--- src/rtl/coh_dir_pkg.sv ---
package coh_dir_pkg;

  typedef enum logic [1:0] {
    LS_UNC = 2'd0,
    LS_SHR = 2'd1,
    LS_EXC = 2'd2
  } line_st_e;

  typedef enum logic [1:0] {
    RQ_READ  = 2'd0,
    RQ_WRITE = 2'd1,
    RQ_WBACK = 2'd2
  } req_kind_e;

  typedef enum logic [1:0] {
    MK_DATA  = 2'd0,
    MK_INVAL = 2'd1,
    MK_FETCH = 2'd2
  } msg_kind_e;

  typedef enum logic [2:0] {
    CS_IDLE  = 3'd0,
    CS_INVAL = 3'd1,
    CS_FETCH = 3'd2,
    CS_WAIT  = 3'd3,
    CS_REPLY = 3'd4
  } ctl_st_e;

endpackage

--- src/rtl/coh_dir_lowbit.sv ---
// Lowest-set-bit selector used to order invalidations by node index.
module coh_dir_lowbit #(
  parameter int W = 4,
  localparam int IDX_W = (W > 1) ? $clog2(W) : 1
) (
  input  logic [W-1:0]     vec,
  output logic [W-1:0]     grant,
  output logic [IDX_W-1:0] idx
);

  assign grant = vec & (~vec + W'(1));

  always_comb begin
    idx = '0;
    for (int i = W - 1; i >= 0; i--) begin
      if (vec[i]) idx = IDX_W'(i);
    end
  end

endmodule

--- src/rtl/coh_dir_table.sv ---
// Per-line directory entry and data word, one read port, one write port.
module coh_dir_table
  import coh_dir_pkg::*;
#(
  parameter int NODES  = 4,
  parameter int LINES  = 8,
  parameter int DATA_W = 16,
  localparam int NODE_W = $clog2(NODES),
  localparam int LINE_W = $clog2(LINES)
) (
  input  logic              clk,
  input  logic              rst_n,
  input  logic [LINE_W-1:0] rd_line,
  output line_st_e          rd_st,
  output logic [NODES-1:0]  rd_shr,
  output logic [NODE_W-1:0] rd_own,
  output logic [DATA_W-1:0] rd_data,
  input  logic              dir_we,
  input  logic              mem_we,
  input  logic [LINE_W-1:0] wr_line,
  input  line_st_e          wr_st,
  input  logic [NODES-1:0]  wr_shr,
  input  logic [NODE_W-1:0] wr_own,
  input  logic [DATA_W-1:0] wr_data
);

  line_st_e          st_arr  [LINES];
  logic [NODES-1:0]  shr_arr [LINES];
  logic [NODE_W-1:0] own_arr [LINES];
  logic [DATA_W-1:0] dat_arr [LINES];

  for (genvar g = 0; g < LINES; g++) begin : g_line
    line_st_e          st_q;
    logic [NODES-1:0]  shr_q;
    logic [NODE_W-1:0] own_q;
    logic [DATA_W-1:0] dat_q;
    logic              dir_en;
    logic              mem_en;

    assign dir_en = dir_we && (wr_line == LINE_W'(g));
    assign mem_en = mem_we && (wr_line == LINE_W'(g));

    always_ff @(posedge clk or negedge rst_n) begin
      if (!rst_n) begin
        st_q  <= LS_UNC;
        shr_q <= '0;
        own_q <= '0;
      end else if (dir_en) begin
        st_q  <= wr_st;
        shr_q <= wr_shr;
        own_q <= wr_own;
      end
    end

    always_ff @(posedge clk or negedge rst_n) begin
      if (!rst_n) begin
        dat_q <= '0;
      end else if (mem_en) begin
        dat_q <= wr_data;
      end
    end

    assign st_arr[g]  = st_q;
    assign shr_arr[g] = shr_q;
    assign own_arr[g] = own_q;
    assign dat_arr[g] = dat_q;


    shr_nonempty_chk: assert property (@(posedge clk) disable iff (!rst_n)
      (st_q == LS_SHR) |-> (shr_q != '0));


    exc_single_chk: assert property (@(posedge clk) disable iff (!rst_n)
      (st_q == LS_EXC) |-> ($countones(shr_q) == 1));


    exc_owner_bit_chk: assert property (@(posedge clk) disable iff (!rst_n)
      (st_q == LS_EXC) |-> shr_q[own_q]);


    unc_empty_chk: assert property (@(posedge clk) disable iff (!rst_n)
      (st_q == LS_UNC) |-> (shr_q == '0));
  end

  assign rd_st   = st_arr[rd_line];
  assign rd_shr  = shr_arr[rd_line];
  assign rd_own  = own_arr[rd_line];
  assign rd_data = dat_arr[rd_line];

endmodule

--- src/rtl/coh_dir_ctrl.sv ---
// Transaction sequencer: one request at a time, invalidations one per cycle.
module coh_dir_ctrl
  import coh_dir_pkg::*;
#(
  parameter int NODES  = 4,
  parameter int LINES  = 8,
  parameter int DATA_W = 16,
  localparam int NODE_W = $clog2(NODES),
  localparam int LINE_W = $clog2(LINES)
) (
  input  logic              clk,
  input  logic              rst_n,
  input  logic              req_valid,
  output logic              req_ready,
  input  logic [1:0]        req_type,
  input  logic [NODE_W-1:0] req_node,
  input  logic [LINE_W-1:0] req_line,
  input  logic [DATA_W-1:0] req_data,
  input  logic              fill_valid,
  input  logic [DATA_W-1:0] fill_data,
  output logic [LINE_W-1:0] tbl_rd_line,
  input  line_st_e          rd_st,
  input  logic [NODES-1:0]  rd_shr,
  input  logic [NODE_W-1:0] rd_own,
  input  logic [DATA_W-1:0] rd_data,
  output logic              dir_we,
  output logic              mem_we,
  output logic [LINE_W-1:0] wr_line,
  output line_st_e          wr_st,
  output logic [NODES-1:0]  wr_shr,
  output logic [NODE_W-1:0] wr_own,
  output logic [DATA_W-1:0] wr_data,
  output logic              msg_valid,
  output logic [1:0]        msg_kind,
  output logic [NODE_W-1:0] msg_node,
  output logic [LINE_W-1:0] msg_line,
  output logic [DATA_W-1:0] msg_data
);

  function automatic logic [NODES-1:0] node_bit(input logic [NODE_W-1:0] n);
    node_bit    = '0;
    node_bit[n] = 1'b1;
  endfunction

  ctl_st_e           cur_q, nxt_st;
  req_kind_e         lat_kind_q, lat_kind_d;
  logic [NODE_W-1:0] lat_node_q, lat_node_d;
  logic [LINE_W-1:0] lat_line_q, lat_line_d;
  logic              lat_en;

  logic [NODES-1:0]  in_bit, lat_bit, in_others, pend, pick, rest;
  logic [NODE_W-1:0] pick_idx;

  assign in_bit    = node_bit(req_node);
  assign lat_bit   = node_bit(lat_node_q);
  assign in_others = rd_shr & ~in_bit;
  assign pend      = rd_shr & ~lat_bit;
  assign rest      = pend & ~pick;

  coh_dir_lowbit #(.W(NODES)) u_pick (
    .vec   (pend),
    .grant (pick),
    .idx   (pick_idx)
  );

  assign req_ready = (cur_q == CS_IDLE);

  always_comb begin
    nxt_st      = cur_q;
    lat_en      = 1'b0;
    lat_kind_d  = req_kind_e'(req_type);
    lat_node_d  = req_node;
    lat_line_d  = req_line;
    tbl_rd_line = (cur_q == CS_IDLE) ? req_line : lat_line_q;
    dir_we      = 1'b0;
    mem_we      = 1'b0;
    wr_line     = tbl_rd_line;
    wr_st       = rd_st;
    wr_shr      = rd_shr;
    wr_own      = rd_own;
    wr_data     = rd_data;
    msg_valid   = 1'b0;
    msg_kind    = MK_DATA;
    msg_node    = lat_node_q;
    msg_line    = lat_line_q;
    msg_data    = '0;

    unique case (cur_q)
      CS_IDLE: begin
        if (req_valid) begin
          unique case (req_type)
            RQ_READ: begin
              lat_en = 1'b1;
              if (rd_st == LS_EXC) begin
                nxt_st = CS_FETCH;
              end else begin
                dir_we = 1'b1;
                wr_st  = LS_SHR;
                wr_shr = (rd_st == LS_SHR) ? (rd_shr | in_bit) : in_bit;
                nxt_st = CS_REPLY;
              end
            end
            RQ_WRITE: begin
              lat_en = 1'b1;
              if (rd_st == LS_EXC) begin
                nxt_st = CS_FETCH;
              end else if ((rd_st == LS_SHR) && (in_others != '0)) begin
                nxt_st = CS_INVAL;
              end else begin
                dir_we = 1'b1;
                wr_st  = LS_EXC;
                wr_shr = in_bit;
                wr_own = req_node;
                nxt_st = CS_REPLY;
              end
            end
            RQ_WBACK: begin
              if ((rd_st == LS_EXC) && (rd_own == req_node)) begin
                dir_we  = 1'b1;
                mem_we  = 1'b1;
                wr_st   = LS_UNC;
                wr_shr  = '0;
                wr_data = req_data;
              end
            end
            default: ;
          endcase
        end
      end
      CS_INVAL: begin
        msg_valid = 1'b1;
        msg_kind  = MK_INVAL;
        msg_node  = pick_idx;
        dir_we    = 1'b1;
        if (rest == '0) begin
          wr_st  = LS_EXC;
          wr_shr = lat_bit;
          wr_own = lat_node_q;
          nxt_st = CS_REPLY;
        end else begin
          wr_shr = rd_shr & ~pick;
        end
      end
      CS_FETCH: begin
        msg_valid = 1'b1;
        msg_kind  = MK_FETCH;
        msg_node  = rd_own;
        nxt_st    = CS_WAIT;
      end
      CS_WAIT: begin
        if (fill_valid) begin
          mem_we  = 1'b1;
          wr_data = fill_data;
          dir_we  = 1'b1;
          if (lat_kind_q == RQ_READ) begin
            wr_st  = LS_SHR;
            wr_shr = node_bit(rd_own) | lat_bit;
          end else begin
            wr_st  = LS_EXC;
            wr_shr = lat_bit;
            wr_own = lat_node_q;
          end
          nxt_st = CS_REPLY;
        end
      end
      CS_REPLY: begin
        msg_valid = 1'b1;
        msg_kind  = MK_DATA;
        msg_data  = rd_data;
        nxt_st    = CS_IDLE;
      end
      default: nxt_st = CS_IDLE;
    endcase
  end

  always_ff @(posedge clk or negedge rst_n) begin
    if (!rst_n) begin
      cur_q      <= CS_IDLE;
      lat_kind_q <= RQ_READ;
      lat_node_q <= '0;
      lat_line_q <= '0;
    end else begin
      cur_q <= nxt_st;
      if (lat_en) begin
        lat_kind_q <= lat_kind_d;
        lat_node_q <= lat_node_d;
        lat_line_q <= lat_line_d;
      end
    end
  end


  inval_skips_req_chk: assert property (@(posedge clk) disable iff (!rst_n)
    (msg_valid && (msg_kind == MK_INVAL)) |-> (msg_node != lat_node_q));


  fill_then_reply_chk: assert property (@(posedge clk) disable iff (!rst_n)
    ((cur_q == CS_WAIT) && fill_valid) |=> (msg_valid && (msg_kind == MK_DATA)));

endmodule

--- src/rtl/coh_home_dir.sv ---
// Home-node directory controller top.
module coh_home_dir
  import coh_dir_pkg::*;
#(
  parameter int NODES  = 4,
  parameter int LINES  = 8,
  parameter int DATA_W = 16,
  localparam int NODE_W = $clog2(NODES),
  localparam int LINE_W = $clog2(LINES)
) (
  input  logic              clk,
  input  logic              rst_n,
  input  logic              req_valid,
  output logic              req_ready,
  input  logic [1:0]        req_type,
  input  logic [NODE_W-1:0] req_node,
  input  logic [LINE_W-1:0] req_line,
  input  logic [DATA_W-1:0] req_data,
  input  logic              fill_valid,
  input  logic [DATA_W-1:0] fill_data,
  output logic              msg_valid,
  output logic [1:0]        msg_kind,
  output logic [NODE_W-1:0] msg_node,
  output logic [LINE_W-1:0] msg_line,
  output logic [DATA_W-1:0] msg_data
);

  logic [1:0] rst_pipe_q;
  logic       rst_sync_n;

  always_ff @(posedge clk or negedge rst_n) begin
    if (!rst_n) rst_pipe_q <= '0;
    else        rst_pipe_q <= {rst_pipe_q[0], 1'b1};
  end
  assign rst_sync_n = rst_pipe_q[1];

  logic [LINE_W-1:0] rd_line;
  line_st_e          rd_st;
  logic [NODES-1:0]  rd_shr;
  logic [NODE_W-1:0] rd_own;
  logic [DATA_W-1:0] rd_data;
  logic              dir_we, mem_we;
  logic [LINE_W-1:0] wr_line;
  line_st_e          wr_st;
  logic [NODES-1:0]  wr_shr;
  logic [NODE_W-1:0] wr_own;
  logic [DATA_W-1:0] wr_data;

  coh_dir_table #(.NODES(NODES), .LINES(LINES), .DATA_W(DATA_W)) u_table (
    .clk     (clk),
    .rst_n   (rst_sync_n),
    .rd_line (rd_line),
    .rd_st   (rd_st),
    .rd_shr  (rd_shr),
    .rd_own  (rd_own),
    .rd_data (rd_data),
    .dir_we  (dir_we),
    .mem_we  (mem_we),
    .wr_line (wr_line),
    .wr_st   (wr_st),
    .wr_shr  (wr_shr),
    .wr_own  (wr_own),
    .wr_data (wr_data)
  );

  coh_dir_ctrl #(.NODES(NODES), .LINES(LINES), .DATA_W(DATA_W)) u_ctrl (
    .clk         (clk),
    .rst_n       (rst_sync_n),
    .req_valid   (req_valid),
    .req_ready   (req_ready),
    .req_type    (req_type),
    .req_node    (req_node),
    .req_line    (req_line),
    .req_data    (req_data),
    .fill_valid  (fill_valid),
    .fill_data   (fill_data),
    .tbl_rd_line (rd_line),
    .rd_st       (rd_st),
    .rd_shr      (rd_shr),
    .rd_own      (rd_own),
    .rd_data     (rd_data),
    .dir_we      (dir_we),
    .mem_we      (mem_we),
    .wr_line     (wr_line),
    .wr_st       (wr_st),
    .wr_shr      (wr_shr),
    .wr_own      (wr_own),
    .wr_data     (wr_data),
    .msg_valid   (msg_valid),
    .msg_kind    (msg_kind),
    .msg_node    (msg_node),
    .msg_line    (msg_line),
    .msg_data    (msg_data)
  );


  ready_after_reply_chk: assert property (@(posedge clk) disable iff (!rst_sync_n)
    $rose(req_ready) |-> ($past(msg_valid) && ($past(msg_kind) == MK_DATA)));

endmodule

--- config.mk ---
export PLATFORM = sky130hd
export DESIGN_NAME = coh_home_dir
export DESIGN_NICKNAME = d
export VERILOG_FILES = /design/src/rtl/coh_dir_pkg.sv /design/src/rtl/coh_dir_lowbit.sv /design/src/rtl/coh_dir_table.sv /design/src/rtl/coh_dir_ctrl.sv /design/src/rtl/coh_home_dir.sv
export SDC_FILE = /design/constraint.sdc
export NUM_CORES = 1
export LEC_CHECK = 0
export ABC_AREA = 1
export BUFFER_PORTS_ARGS = -buffer_cell sky130_fd_sc_hd__buf_2
export CORE_UTILIZATION = 40
export CTS_CLUSTER_SIZE = 24
export DETAILED_ROUTE_END_ITERATION = 10
export SYNTH_ARGS = -nofsm -noshare
export SYNTH_HDL_FRONTEND = slang
export SYNTH_SLANG_ARGS = --single-unit
--- constraint.sdc ---
create_clock -name clk -period 5.9 [get_ports clk]
set_input_delay 0.885 -clock clk [delete_from_list [all_inputs] [get_ports clk]]
set_output_delay 0.885 -clock clk [all_outputs]
set_load 0.05 [all_outputs]
==> reports/qor.txt <==
footprint of the multi-input gates -> 5200 µm²
Setup Total Neg Slack -> 0 ps
sum of routed wire length over all layers -> 35.9 mm
Clock power frac -> 20.1%
cell with the biggest individual delay on the critical path -> nor2_2
sequential cell area in the final layout -> 5110 µm²
DRT Pass-1 Iters -> 7
detailed-placement wirelength estimate -> 23.4 mm
DRC violations left -> 0
WL per Instance -> 18.0 µm
outcome -> completed
final net count -> 1,653
power per standard cell area -> 600 nW/µm²
post-synthesis net count -> 1,604
Seq/Total Area, Yosys -> 46.0%
buffer type at the clock tree root -> clkbuf_16
Sw Pwr -> 3.88 mW
H-tree levels -> 1
RSZ-0062 raised after global routing -> no
maximum number of pins on one net before global-route repair -> 76
y dimension of the die -> 169 µm
Max-Slew Margin vs Limit -> 33.7%
Critical Path Start Type -> flop
via count -> 10,600
crit path DAT -> 4080 ps
antenna viol nets, final -> 0
Achievable Freq -> 201 MHz
distinct cell type count of the synthesized netlist -> 36
area inside the core boundary -> 27,100 µm²
Synth warnings -> 0
setup-violating endpoint count in the final report -> 0
Setup Buffers After CTS -> 0
number of gates resized after CTS -> 0
total congestion overflow after global routing -> 0
average cell area after synthesis -> 7.11 µm²
n_diodes -> 0
worst-path maximum fanout -> 19
die area -> 28,400 µm²
number of enable-type register cells in the synthesized netlist -> 0
crit-path max cell delay -> 620 ps
clock tree buffer depth -> 3
cell-by-cell trace of the critical path -> nor2_4, nand2_8, o21ai_4, inv_2, nor2_2, buf_4, a22oi_1, nand4_1, o21ai_0, nor2_1, buf_2
TritonCTS sink count -> 204
period utilization -> 84.2%
number of standard-cell rows in the floorplan -> 60
FF-to-FF Start -> u_ctrl.cur_q[0]
clock latency reported for the late side of the worst-skew pair -> 520 ps
Area Overhead vs Synth -> 12.6%
required time worst endpoint -> 5020 ps
sequential fraction of design power -> 25.9%
share of final-layout standard cells stronger than drive strength 1 -> 10.1%
cts-stage hold buffer count -> 0
switch share -> 51.7%
TritonCTS clock tree -> done
CTS clk-pin slew, worst paths -> 60 ps
maximum ir drop on the vdd rail -> 0.258 mV
Reg-to-Reg End -> u_table.g_line[4].dat_q[10]
number of max-slew violations in the final report -> 0
number of filler instances in the final layout -> 2,729
critical path type -> reg -> out
Synth Instances -> 1,561
GRT Total Usage -> 25.6%
final weighted congestion in routability-driven placement -> 0.987
Lkg Pwr -> 6.67 nW
flop2flop setup slack -> 1350 ps
top library cells by usage in the layout, fill and taps aside -> nand2_1 (792), dfrtp_1 (203), nand3_1 (112)
first-pass GRT wire length -> 56.7 mm
element type at the critical path end -> output port
Ports -> 68
vias in the first global route -> 10,100
number of register bits inferred by synthesis -> 204
minimum clock period after layout -> 4970 ps
number of max-capacitance violations reported -> 0
number of antenna violations at the first check in global routing -> 0
setup clock skew after layout -> 10.7 ps
path depth of the worst reg2reg path -> 20
Critical path origin -> u_ctrl.cur_q[0]
Detailed Route Iter0 Violations -> 1,026
internal power consumption -> 3.62 mW
Final Hold Vio Count -> 0
overall power after layout -> 7.50 mW
Hold Crit Class -> in -> async
Synth Cell Area -> 11,100 µm²
CTS Buf Count -> 24
number of vias per cell -> 5.31
most frequent standard cell in the layout excluding fill and tap cells -> nand2_1
actual transition at the worst max-transition pin -> 994 ps
fraction of registers with async set/reset -> 100%
die width -> 169 µm
part of the power in combinational logic -> 54.0%
most common flop cell mapped by yosys -> dfrtp_1
Initial Util -> 41.0%
number of port buffers -> 67
power groups by stage:
| stage | Sequential, mW | Clock (mW) | Combinational, mW |
|---|---|---|---|
| 2_1_floorplan | 1.95 | 0 | 2.78 |
| 3_3_place_gp | 1.95 | 0 | 3.99 |
| 3_5_place_dp | 1.96 | 0 | 3.99 |
| 4_1_cts | 1.94 | 1.54 | 4.01 |
| 5_1_grt | 1.98 | 1.59 | 4.43 |
| 6_report | 1.94 | 1.51 | 4.05 |
synth_stat cells, types with 2 or more instances:
| library cell | n | area share, % |
|---|---|---|
| a21oi_1 | 18 | 0.81 |
| a21oi_4 | 2 | 0.29 |
| a22oi_1 | 43 | 2.9 |
| buf_2 | 28 | 1.3 |
| buf_4 | 8 | 0.54 |
| buf_6 | 4 | 0.41 |
| clkbuf_1 | 19 | 0.64 |
| dfrtp_1 | 204 | 46 |
| inv_1 | 108 | 3.7 |
| inv_2 | 13 | 0.44 |
| nand2_1 | 792 | 27 |
| nand2_2 | 6 | 0.34 |
| nand2_4 | 2 | 0.20 |
| nand3_1 | 112 | 5.1 |
| nand3_2 | 2 | 0.18 |
| nand4_1 | 10 | 0.56 |
| nor2_1 | 52 | 1.8 |
| nor2_2 | 2 | 0.11 |
| nor2_4 | 8 | 0.81 |
| nor3_1 | 4 | 0.18 |
| o2111ai_1 | 15 | 1.2 |
| o211ai_1 | 17 | 1.1 |
| o21ai_0 | 68 | 3.1 |
| o21ai_1 | 11 | 0.50 |
| o21ai_4 | 2 | 0.29 |
kinds of logic after synthesis:
family,after synthesis,synth area share [%]
AOI/OAI and AO/OA,180,10.5
buffers and inverters,184,7.23
DFF,204,46.0
other,1,0.0338
and+or+nand+nor,992,36.3
state kept, by name, indices dropped and copies added (netlist names):
register / cells
u_ctrl.msg_line: 3
u_ctrl.lat_node_q: 2
u_table.g_line.dat_q: 128
u_ctrl.cur_q: 3
u_table.g_line.shr_q: 32
u_table.g_line.st_q: 16
u_table.g_line.own_q: 16
u_ctrl.lat_kind_q: 2
rst_pipe_q: 2
layout make-up:
cell class                      instances  area share [%]
Clock inverter                          6           0.661
Clock buffer                           36            5.73
Sequential cell                       204            40.9
Tap cell                              372            3.72
Multi-Input combinational cell       1173            41.6
Inverter                              123            3.73
Timing Repair Buffer                   84            3.70
metrics by stage:
| step | hold WS [ps] | utilization [%] | worst slack (ps) | area (µm²) | std cells |
|---|---|---|---|---|---|
| floorplan | 331 | - | 1750 | 11100 | 1561 |
| global placement | 338 | 43.2 | 1350 | 11700 | 1956 |
| detailed placement | 336 | 43.2 | 1340 | 11700 | 1956 |
| CTS | 135 | 46.1 | 981 | 12500 | 1998 |
| global route | 134 | 46.1 | 777 | 12500 | 1998 |
| finish | 148 | 46.1 | 931 | 12500 | 1998 |
worst max-delay path: cells and delay by family, from the launching register on:
family	cells	cell delay, ps
AOI/OAI and AO/OA	3	820
buffers and inverters	3	990
DFF	1	430
and+or+nand+nor	5	1290
metal layers:
metal	part of all wire, %	global-route usage, %	vias to the layer above
li1	-	-	5056
met1	45	35.6	5104
met2	45	41.0	378
met3	7.0	4.02	80
met4	3.1	7.98	0
met5	0	0	-
how the worst max path moves through the flow:
stage | to | slack (ps) | cells after the start
after global routing | msg_data[12] | 780 | 11
after detailed placement | u_table.g_line[4].dat_q[10] | 1340 | 19
final | msg_data[14] | 930 | 11
after floorplan | msg_node[1] | 1750 | 13
after CTS | msg_data[14] | 980 | 11
after global placement | msg_data[14] | 1350 | 11
(Power assumes the default switching activity.)
